### src/rtl/rtc_pkg.sv
package rtc_pkg;

   typedef struct packed {
      logic [7:0] cen;
      logic [7:0] yr;
      logic [7:0] mon;
      logic [7:0] date;
      logic [7:0] dow;
      logic [7:0] hr;
      logic [7:0] min;
      logic [7:0] sec;
   } rtc_time_t;

   function automatic logic [7:0] bcd_inc(input logic [7:0] v);
      if (v[3:0] >= 4'd9) return {v[7:4] + 4'd1, 4'd0};
      return v + 8'd1;
   endfunction

   function automatic logic is_leap(input logic [7:0] yr);
      logic [6:0] b;
      b = {3'd0, yr[7:4]} * 7'd10 + {3'd0, yr[3:0]};
      return (b[1:0] == 2'b00);
   endfunction

   function automatic logic [7:0] month_last(input logic [7:0] mon, input logic [7:0] yr);
      case (mon)
         8'h02:                      return is_leap(yr) ? 8'h29 : 8'h28;
         8'h04, 8'h06, 8'h09, 8'h11: return 8'h30;
         default:                    return 8'h31;
      endcase
   endfunction

endpackage

### src/rtl/rtc_counter.sv
module rtc_counter
   import rtc_pkg::*;
#(
   parameter logic [7:0] RESET_CENTURY = 8'h20,
   parameter logic [7:0] CENTURY_LAST  = 8'h39
) (
   input  logic      clk,
   input  logic      rst_n,
   input  logic      tick,
   input  logic      hold,
   input  logic      load,
   input  rtc_time_t load_val,
   output rtc_time_t cnt
);

   localparam rtc_time_t RESET_TIME = '{cen: RESET_CENTURY, yr: 8'h00, mon: 8'h01,
                                        date: 8'h01, dow: 8'h01, hr: 8'h00,
                                        min: 8'h00, sec: 8'h00};

   rtc_time_t nxt;
   logic [7:0] last_day;

   assign last_day = month_last(cnt.mon, cnt.yr);

   always_comb begin
      nxt = cnt;
      if (cnt.sec != 8'h59) nxt.sec = bcd_inc(cnt.sec);
      else begin
         nxt.sec = 8'h00;
         if (cnt.min != 8'h59) nxt.min = bcd_inc(cnt.min);
         else begin
            nxt.min = 8'h00;
            if (cnt.hr != 8'h23) nxt.hr = bcd_inc(cnt.hr);
            else begin
               nxt.hr  = 8'h00;
               nxt.dow = (cnt.dow >= 8'h07) ? 8'h01 : bcd_inc(cnt.dow);
               if (cnt.date != last_day) nxt.date = bcd_inc(cnt.date);
               else begin
                  nxt.date = 8'h01;
                  if (cnt.mon != 8'h12) nxt.mon = bcd_inc(cnt.mon);
                  else begin
                     nxt.mon = 8'h01;
                     if (cnt.yr != 8'h99) nxt.yr = bcd_inc(cnt.yr);
                     else begin
                        nxt.yr  = 8'h00;
                        nxt.cen = (cnt.cen >= CENTURY_LAST) ? 8'h00 : bcd_inc(cnt.cen);
                     end
                  end
               end
            end
         end
      end
   end

   always_ff @(posedge clk or negedge rst_n) begin
      if (!rst_n)               cnt <= RESET_TIME;
      else if (load)            cnt <= load_val;
      else if (tick && !hold)   cnt <= nxt;
   end

   assert_sec_wrap_R3: assert property (@(posedge clk) disable iff (!rst_n)
      (tick && !hold && !load && cnt.sec == 8'h59) |=> (cnt.sec == 8'h00));

   assert_month_end_R4: assert property (@(posedge clk) disable iff (!rst_n)
      (tick && !hold && !load && cnt.sec == 8'h59 && cnt.min == 8'h59 &&
       cnt.hr == 8'h23 && cnt.date == last_day) |=> (cnt.date == 8'h01));

   assert_hold_stops_R8: assert property (@(posedge clk) disable iff (!rst_n)
      (hold && !load) |=> $stable(cnt));

   assert_load_takes_R8: assert property (@(posedge clk) disable iff (!rst_n)
      load |=> (cnt == $past(load_val)));

endmodule

### src/rtl/rtc_regfile.sv
module rtc_regfile
   import rtc_pkg::*;
#(
   parameter int         ADDR_W        = 15,
   parameter int         SLOT_BITS     = 3,
   parameter logic [7:0] RESET_CENTURY = 8'h20
) (
   input  logic              clk,
   input  logic              rst_n,
   input  logic [ADDR_W-1:0] addr,
   input  logic [7:0]        wdata,
   input  logic              sel,
   input  logic              oe,
   input  logic              we,
   input  logic              pwr_fault,
   input  rtc_time_t         cnt,
   output logic [7:0]        rdata,
   output logic              rd_en,
   output logic              mem_en,
   output logic              hold,
   output logic              load,
   output rtc_time_t         load_val
);

   localparam int SLOTS  = 1 << SLOT_BITS;
   localparam int HI_W   = ADDR_W - SLOT_BITS;
   localparam rtc_time_t RESET_TIME = '{cen: RESET_CENTURY, yr: 8'h00, mon: 8'h01,
                                        date: 8'h01, dow: 8'h01, hr: 8'h00,
                                        min: 8'h00, sec: 8'h00};

   if (SLOT_BITS != 3) begin : g_bad_slots
      $error("rtc_regfile: eight register slots are required");
   end
   if (ADDR_W <= SLOT_BITS) begin : g_bad_addr
      $error("rtc_regfile: address too narrow for register window");
   end

   rtc_time_t  shadow;
   logic       freeze_q;
   logic       in_window, bus_ok, wr_ok;
   logic [SLOTS-1:0] slot_hit;
   logic [7:0] slot_val [SLOTS];

   assign in_window = &addr[ADDR_W-1:SLOT_BITS];
   assign bus_ok    = sel && !pwr_fault;
   assign wr_ok     = bus_ok && we && in_window;
   assign rd_en     = bus_ok && oe && !we && in_window;
   assign mem_en    = bus_ok && !in_window;

   for (genvar g = 0; g < SLOTS; g++) begin : g_slot
      assign slot_hit[g] = wr_ok && (addr[SLOT_BITS-1:0] == SLOT_BITS'(g));
   end

   assign slot_val[0] = {hold, freeze_q, shadow.cen[5:0]};
   assign slot_val[1] = shadow.sec;
   assign slot_val[2] = shadow.min;
   assign slot_val[3] = shadow.hr;
   assign slot_val[4] = shadow.dow;
   assign slot_val[5] = shadow.date;
   assign slot_val[6] = shadow.mon;
   assign slot_val[7] = shadow.yr;

   assign rdata    = rd_en ? slot_val[addr[SLOT_BITS-1:0]] : 8'h00;
   assign load     = slot_hit[0] && hold && !wdata[7];
   assign load_val = shadow;

   always_ff @(posedge clk or negedge rst_n) begin
      if (!rst_n) begin
         shadow   <= RESET_TIME;
         hold     <= 1'b0;
         freeze_q <= 1'b0;
      end else begin
         if (slot_hit[0]) begin
            hold     <= wdata[7];
            freeze_q <= wdata[6];
         end
         if (hold) begin
            if (slot_hit[0] && wdata[7]) shadow.cen <= {2'b00, wdata[5:0]};
            if (slot_hit[1]) shadow.sec  <= wdata;
            if (slot_hit[2]) shadow.min  <= wdata;
            if (slot_hit[3]) shadow.hr   <= wdata;
            if (slot_hit[4]) shadow.dow  <= wdata;
            if (slot_hit[5]) shadow.date <= wdata;
            if (slot_hit[6]) shadow.mon  <= wdata;
            if (slot_hit[7]) shadow.yr   <= wdata;
         end else if (!freeze_q) begin
            shadow <= cnt;
         end
      end
   end

   assert_freeze_holds_R7: assert property (@(posedge clk) disable iff (!rst_n)
      (freeze_q && !hold) |=> $stable(shadow));

   assert_fault_lockout_R10: assert property (@(posedge clk) disable iff (!rst_n)
      pwr_fault |-> (!rd_en && !mem_en && !load));

   assert_fault_no_ctrl_R10: assert property (@(posedge clk) disable iff (!rst_n)
      pwr_fault |=> ($stable(hold) && $stable(freeze_q)));

   assert_read_gating_R9: assert property (@(posedge clk) disable iff (!rst_n)
      rd_en |-> (sel && oe && !we));

endmodule

### src/rtl/bcd_calendar_rtc.sv
module bcd_calendar_rtc
   import rtc_pkg::*;
#(
   parameter int         ADDR_W        = 15,
   parameter logic [7:0] RESET_CENTURY = 8'h20
) (
   input  logic              clk,
   input  logic              rst_n,
   input  logic              tick_1hz,
   input  logic              pwr_fault,
   input  logic [ADDR_W-1:0] bus_addr,
   input  logic [7:0]        bus_wdata,
   input  logic              bus_sel,
   input  logic              bus_oe,
   input  logic              bus_we,
   output logic [7:0]        rd_data,
   output logic              rd_drive,
   output logic              mem_sel
);

   localparam int SLOT_BITS = 3;

   if (RESET_CENTURY[7:6] != 2'b00 || RESET_CENTURY[3:0] > 4'd9) begin : g_bad_cen
      $error("bcd_calendar_rtc: reset century must be six-bit BCD");
   end

   rtc_time_t cnt, load_val;
   logic      hold, load;

   rtc_counter #(
      .RESET_CENTURY (RESET_CENTURY),
      .CENTURY_LAST  (8'h39)
   ) i_counter (
      .clk      (clk),
      .rst_n    (rst_n),
      .tick     (tick_1hz),
      .hold     (hold),
      .load     (load),
      .load_val (load_val),
      .cnt      (cnt)
   );

   rtc_regfile #(
      .ADDR_W        (ADDR_W),
      .SLOT_BITS     (SLOT_BITS),
      .RESET_CENTURY (RESET_CENTURY)
   ) i_regfile (
      .clk       (clk),
      .rst_n     (rst_n),
      .addr      (bus_addr),
      .wdata     (bus_wdata),
      .sel       (bus_sel),
      .oe        (bus_oe),
      .we        (bus_we),
      .pwr_fault (pwr_fault),
      .cnt       (cnt),
      .rdata     (rd_data),
      .rd_en     (rd_drive),
      .mem_en    (mem_sel),
      .hold      (hold),
      .load      (load),
      .load_val  (load_val)
   );

endmodule

### config.mk
export PLATFORM = sky130hd
export DESIGN_NAME = bcd_calendar_rtc
export DESIGN_NICKNAME = d
export VERILOG_FILES = /design/src/rtl/rtc_pkg.sv /design/src/rtl/rtc_counter.sv /design/src/rtl/rtc_regfile.sv /design/src/rtl/bcd_calendar_rtc.sv
export SDC_FILE = /design/constraint.sdc
export NUM_CORES = 1
export LEC_CHECK = 0
export ABC_AREA = 0
export ABC_CLOCK_PERIOD_IN_PS = 4500
export BUFFER_PORTS_ARGS = -buffer_cell sky130_fd_sc_hd__buf_2
export CORE_UTILIZATION = 50
export DETAILED_ROUTE_END_ITERATION = 12
export PLACE_DENSITY = 0.64
export SYNTH_ARGS = -nofsm -noshare
export SYNTH_HDL_FRONTEND = slang
export SYNTH_SLANG_ARGS = --single-unit
### constraint.sdc
create_clock -name clk -period 4.5 [get_ports clk]
set_clock_uncertainty 0.05 [all_clocks]
set_input_delay 0.225 -clock clk [delete_from_list [all_inputs] [get_ports clk]]
set_output_delay 0.225 -clock clk [all_outputs]
set_load 0.03 [all_outputs]
==> results.tsv <==
stage	metric	value	unit
run_status	status	finished, final reports clean	
drt	DR vias	7083	
clocking	TritonCTS clock tree	done	
critical_path	Crit path buffers/inverters	1	
finish	Fillers	1392	
grt	antenna violations before repair	0	
logic_synthesis	FFs w/ async S/R, synth	100.0	%
logic_synthesis	EDFF count, synth	0	
sta	maximum operating frequency	293.1	MHz
critical_path	reg2reg start	i_counter.cnt[40]	
clocking	latest clock arrival within the worst-skew pair	0.42	ns
drt	number of nets with antenna violations after detailed routing	0	
floorplanning	area of the die	16940	sq um
power_and_ir_drop	cell area power density	334.2	nW/um^2
sta	final setup violation count	0	
drt	post-DR vias/cell	6.252	
critical_path	dominant cell type by count on the critical path	sky130_fd_sc_hd__o21ai_0	
grt	wire length of the first global-routing pass	38.65	mm
worst_hold_path	number of cells on the worst hold path	2	
critical_path	Worst setup SP type	register	
finish	share of post-route cells with drive strength above 1	13.30	%
logic_synthesis	Mean Syn Cell Area	9.229	sq um
grt	overall overflow remaining after global route	0	
grt	maximum number of pins on one net before global-route repair	98	
critical_path	slowest CP cell	sky130_fd_sc_hd__or4_1	
sta	final critical path time including I/O delays and setup	3.411	ns
logic_synthesis	dominant combinational cell family by area after synthesis	simple AND/OR/NAND/NOR gates	
floorplanning	Initial Utilization	51.52	%
worst_hold_path	launch instance of the worst min-delay path	bus_wdata[7]	
finish	Core Util, Final	57.57	%
logic_synthesis	Synthesized Nets	962	
floorplanning	Top-Level Pins	40	
clocking	cell at the root of the clock tree	sky130_fd_sc_hd__clkbuf_16	
floorplanning	count of standard-cell rows	46	
grt	total track usage	30.85	%
placed_design	quantity of I/O buffers inserted on ports	39	
critical_path	highest net fanout along the worst path	14	
critical_path	ordered cell list for the critical path	inv_1, ha_1, o21ai_0, o21ai_0, a31oi_2, a21o_1, nand4_1, or4_1, nand3_1	
logic_synthesis	unique cell type count in the Yosys netlist	76	
placed_design	RD Place Congestion	0.8998	
flow_run	count of max-cap constraint violations	0	
drt	wirelength, routed	24.59	mm
drt	routed wirelength normalized by instance count	21.70	um
placed_design	setup slack at placement	1.126	ns
power_and_ir_drop	total power consumption of the routed design	0.003067	W
logic_synthesis	cell area after technology mapping	8214	sq um
sta	final worst-path setup slack	1.089	ns
finish	area of all sequential standard cells	3267	sq um
critical_path	WS Path Type	reg -> reg	
power_and_ir_drop	P_leak	3.810	nW
logic_synthesis	multiplexer share of the synthesized area	12.70	%
critical_path	WP data arrival	3.71	ns
drt	number of design-rule violations left by the first detailed-router iteration	687	
sta	final worst-path cycle share	75.81	%
floorplanning	overall die width	130.2	um
critical_path	Worst path top cell family by delay	simple AND/OR/NAND/NOR gates	
critical_path	setup slack of the most critical reg-to-reg path	1.09	ns
logic_synthesis	Post-Synth XOR/XNOR Area	0.3199	%
logic_synthesis	sequential fraction of the synthesis area	39.73	%
logic_synthesis	number of synthesis warnings	0	
worst_hold_path	classification of the worst-slack hold path	in -> reg	
critical_path	R2R Path End	i_counter.cnt[60]	
grt	number of global-route vias before repair	6773	
logic_synthesis	number of cells produced by synthesis	890	
critical_path	CP max stage delay	0.69	ns
critical_path	depth of the most critical reg-to-reg path	9	
sta	worst-case headroom to the max-slew limit	17.36	%
sta	setup_tns	0	ns
logic_synthesis	top_reg_cell synth	sky130_fd_sc_hd__dfrtp_1	
sta	unrepaired setup endpoints after global routing	no	
floorplanning	total core area	15940	sq um
power_and_ir_drop	Worst IR Drop VDD	0.2751	mV
finish	number of antenna cells inserted	0	
critical_path	kind of end point of the critical path	register	
finish	Post-layout nets	976	
clocking	postcts setup bufs	0	
clocking	number of buffers on the longest clock path	2	
worst_hold_path	hold endpoint	i_regfile.hold	
clocking	level count of the clock H-tree	4	
clocking	Clock Sink Count	130	
logic_synthesis	complex-gate fraction of the synthesized area	16.94	%
logic_synthesis	adder-cell share of the synthesized area	6.398	%
drt	DR pass1 iterations	5	
clocking	number of CTS-inserted buffers	17	
finish	multi-input gate area in the final layout	4602	sq um
placed_design	placed wire-length estimate after detailed placement	16.78	mm
sta	slew at the pin closest to its max-slew limit	1.234	ns
logic_synthesis	flop and latch count out of synthesis	130	
finish	signed area change from the synthesized netlist to the final layout	11.73	%
floorplanning	Die Y-Extent	130.2	um
clocking	clock transition at the registers of the reported paths	0.06	ns
drt	Remaining DRCs	0	
critical_path	required time at the endpoint of the critical path	4.80	ns
sta	Final Max Tran Viols	0	
sta	total count of hold-check failures in the final report	0	
sta	worst hold-check slack	0.1194	ns
logic_synthesis	simple-gate share of the synthesized area	19.60	%
## final cells by class
class,count,area share [%]
multi-input combinational,674,50.14
clock inverter,9,1.650
clock buffer,23,5.317
timing repair buffer,49,3.040
inverter,32,1.309
tap,216,2.945
sequential,130,35.60
## layer usage
metal | GRT usage, % | routed length [um] | up-vias
li1 | - | - | 3262
met1 | 42.43 | 10780 | 3490
met2 | 49.62 | 11660 | 301
met3 | 5.658 | 1677 | 30
met4 | 9.097 | 472 | 0
met5 | 0 | 0 | -
## worst max path at each step
stage,from,slack [ns],cells past startpoint,end
6_report,i_counter.cnt[40],1.09,9,i_counter.cnt[60]
5_1_grt,i_counter.cnt[40],0.88,9,i_counter.cnt[60]
4_1_cts,i_counter.cnt[40],1.10,9,i_counter.cnt[60]
3_5_place_dp,i_counter.cnt[40],1.13,9,i_counter.cnt[60]
3_3_place_gp,i_counter.cnt[40],1.27,9,i_counter.cnt[60]
2_1_floorplan,i_counter.cnt[40],1.97,10,i_counter.cnt[55]
## through the flow
stage | std cells | cell area, sq um
after floorplan | 890 | 8214
after global placement | 1099 | 8521
after detailed placement | 1099 | 8521
after CTS | 1132 | 9170
after global routing | 1133 | 9178
final | 1133 | 9178
## cell families after synthesis
group	count (synthesis)
AO/OA/AOI/OAI	231
XOR/XNOR	3
adder cells (fa/ha/maj)	42
buffers and inverters	86
flip-flops	130
multiplexers	84
AND/OR/NAND/NOR	314
## cells in the final DEF (no fill, tap or decap), drive strengths merged, types with 16 or more instances in the layout
| master | n |
|---|---|
| a21oi | 54 |
| a31oi | 18 |
| buf | 48 |
| clkbuf | 23 |
| dfrtp | 122 |
| ha | 42 |
| inv | 31 |
| mux2i | 66 |
| mux4 | 16 |
| nand2 | 118 |
| nand3 | 34 |
| nand4 | 17 |
| nor2 | 60 |
| o21ai | 101 |
## report_power, final
part	total, W	internal, W	switching [W]
clock	0.00151	0.000985	0.000522
combinational	0.000257	0.000108	0.000149
sequential	0.00130	0.00123	0.0000729
## what timing repair did
item                      CTS  global route
hold endpoints to repair   89             0
resized for setup           0             0
hold buffers                1             0
## synthesized netlist by cell type, types with 3 or more instances
master / n / area [sq um]
sky130_fd_sc_hd__a21boi_1: 3 / 22.52
sky130_fd_sc_hd__a21o_1: 5 / 37.54
sky130_fd_sc_hd__a21oi_1: 52 / 260.3
sky130_fd_sc_hd__a22o_1: 3 / 26.28
sky130_fd_sc_hd__a31oi_1: 17 / 106.4
sky130_fd_sc_hd__and2_1: 7 / 43.79
sky130_fd_sc_hd__and3_1: 8 / 50.05
sky130_fd_sc_hd__buf_1: 16 / 60.06
sky130_fd_sc_hd__buf_2: 4 / 20.02
sky130_fd_sc_hd__buf_6: 3 / 33.78
sky130_fd_sc_hd__clkbuf_1: 30 / 112.6
sky130_fd_sc_hd__dfrtp_1: 122 / 3053
sky130_fd_sc_hd__dfstp_2: 8 / 210.2
sky130_fd_sc_hd__ha_1: 42 / 525.5
sky130_fd_sc_hd__inv_1: 31 / 116.4
sky130_fd_sc_hd__mux2i_1: 66 / 660.6
sky130_fd_sc_hd__mux4_2: 16 / 360.4
sky130_fd_sc_hd__nand2_1: 118 / 442.9
sky130_fd_sc_hd__nand2b_1: 5 / 31.28
sky130_fd_sc_hd__nand3_1: 33 / 165.2
sky130_fd_sc_hd__nand3b_1: 4 / 30.03
sky130_fd_sc_hd__nand4_1: 15 / 93.84
sky130_fd_sc_hd__nand4b_1: 5 / 43.79
sky130_fd_sc_hd__nor2_1: 59 / 221.5
sky130_fd_sc_hd__nor2b_1: 7 / 43.79
sky130_fd_sc_hd__nor3_1: 10 / 50.05
sky130_fd_sc_hd__nor3b_1: 4 / 30.03
sky130_fd_sc_hd__nor4_1: 4 / 25.02
sky130_fd_sc_hd__nor4b_1: 5 / 43.79
sky130_fd_sc_hd__o211ai_1: 9 / 67.56
sky130_fd_sc_hd__o21a_1: 7 / 52.55
sky130_fd_sc_hd__o21ai_0: 100 / 500.5
sky130_fd_sc_hd__o31a_1: 5 / 43.79
sky130_fd_sc_hd__o31ai_1: 5 / 37.54
sky130_fd_sc_hd__or3_1: 6 / 37.54
sky130_fd_sc_hd__or4_1: 5 / 37.54
## sequential cells by signal, summed over array words and instances (netlist names)
| name | cells |
|---|---|
| i_counter.cnt | 64 |
| i_regfile.load_val | 64 |
| i_regfile.freeze_q | 1 |
| i_regfile.hold | 1 |
No activity file was read; power rests on OpenSTA's default activity.
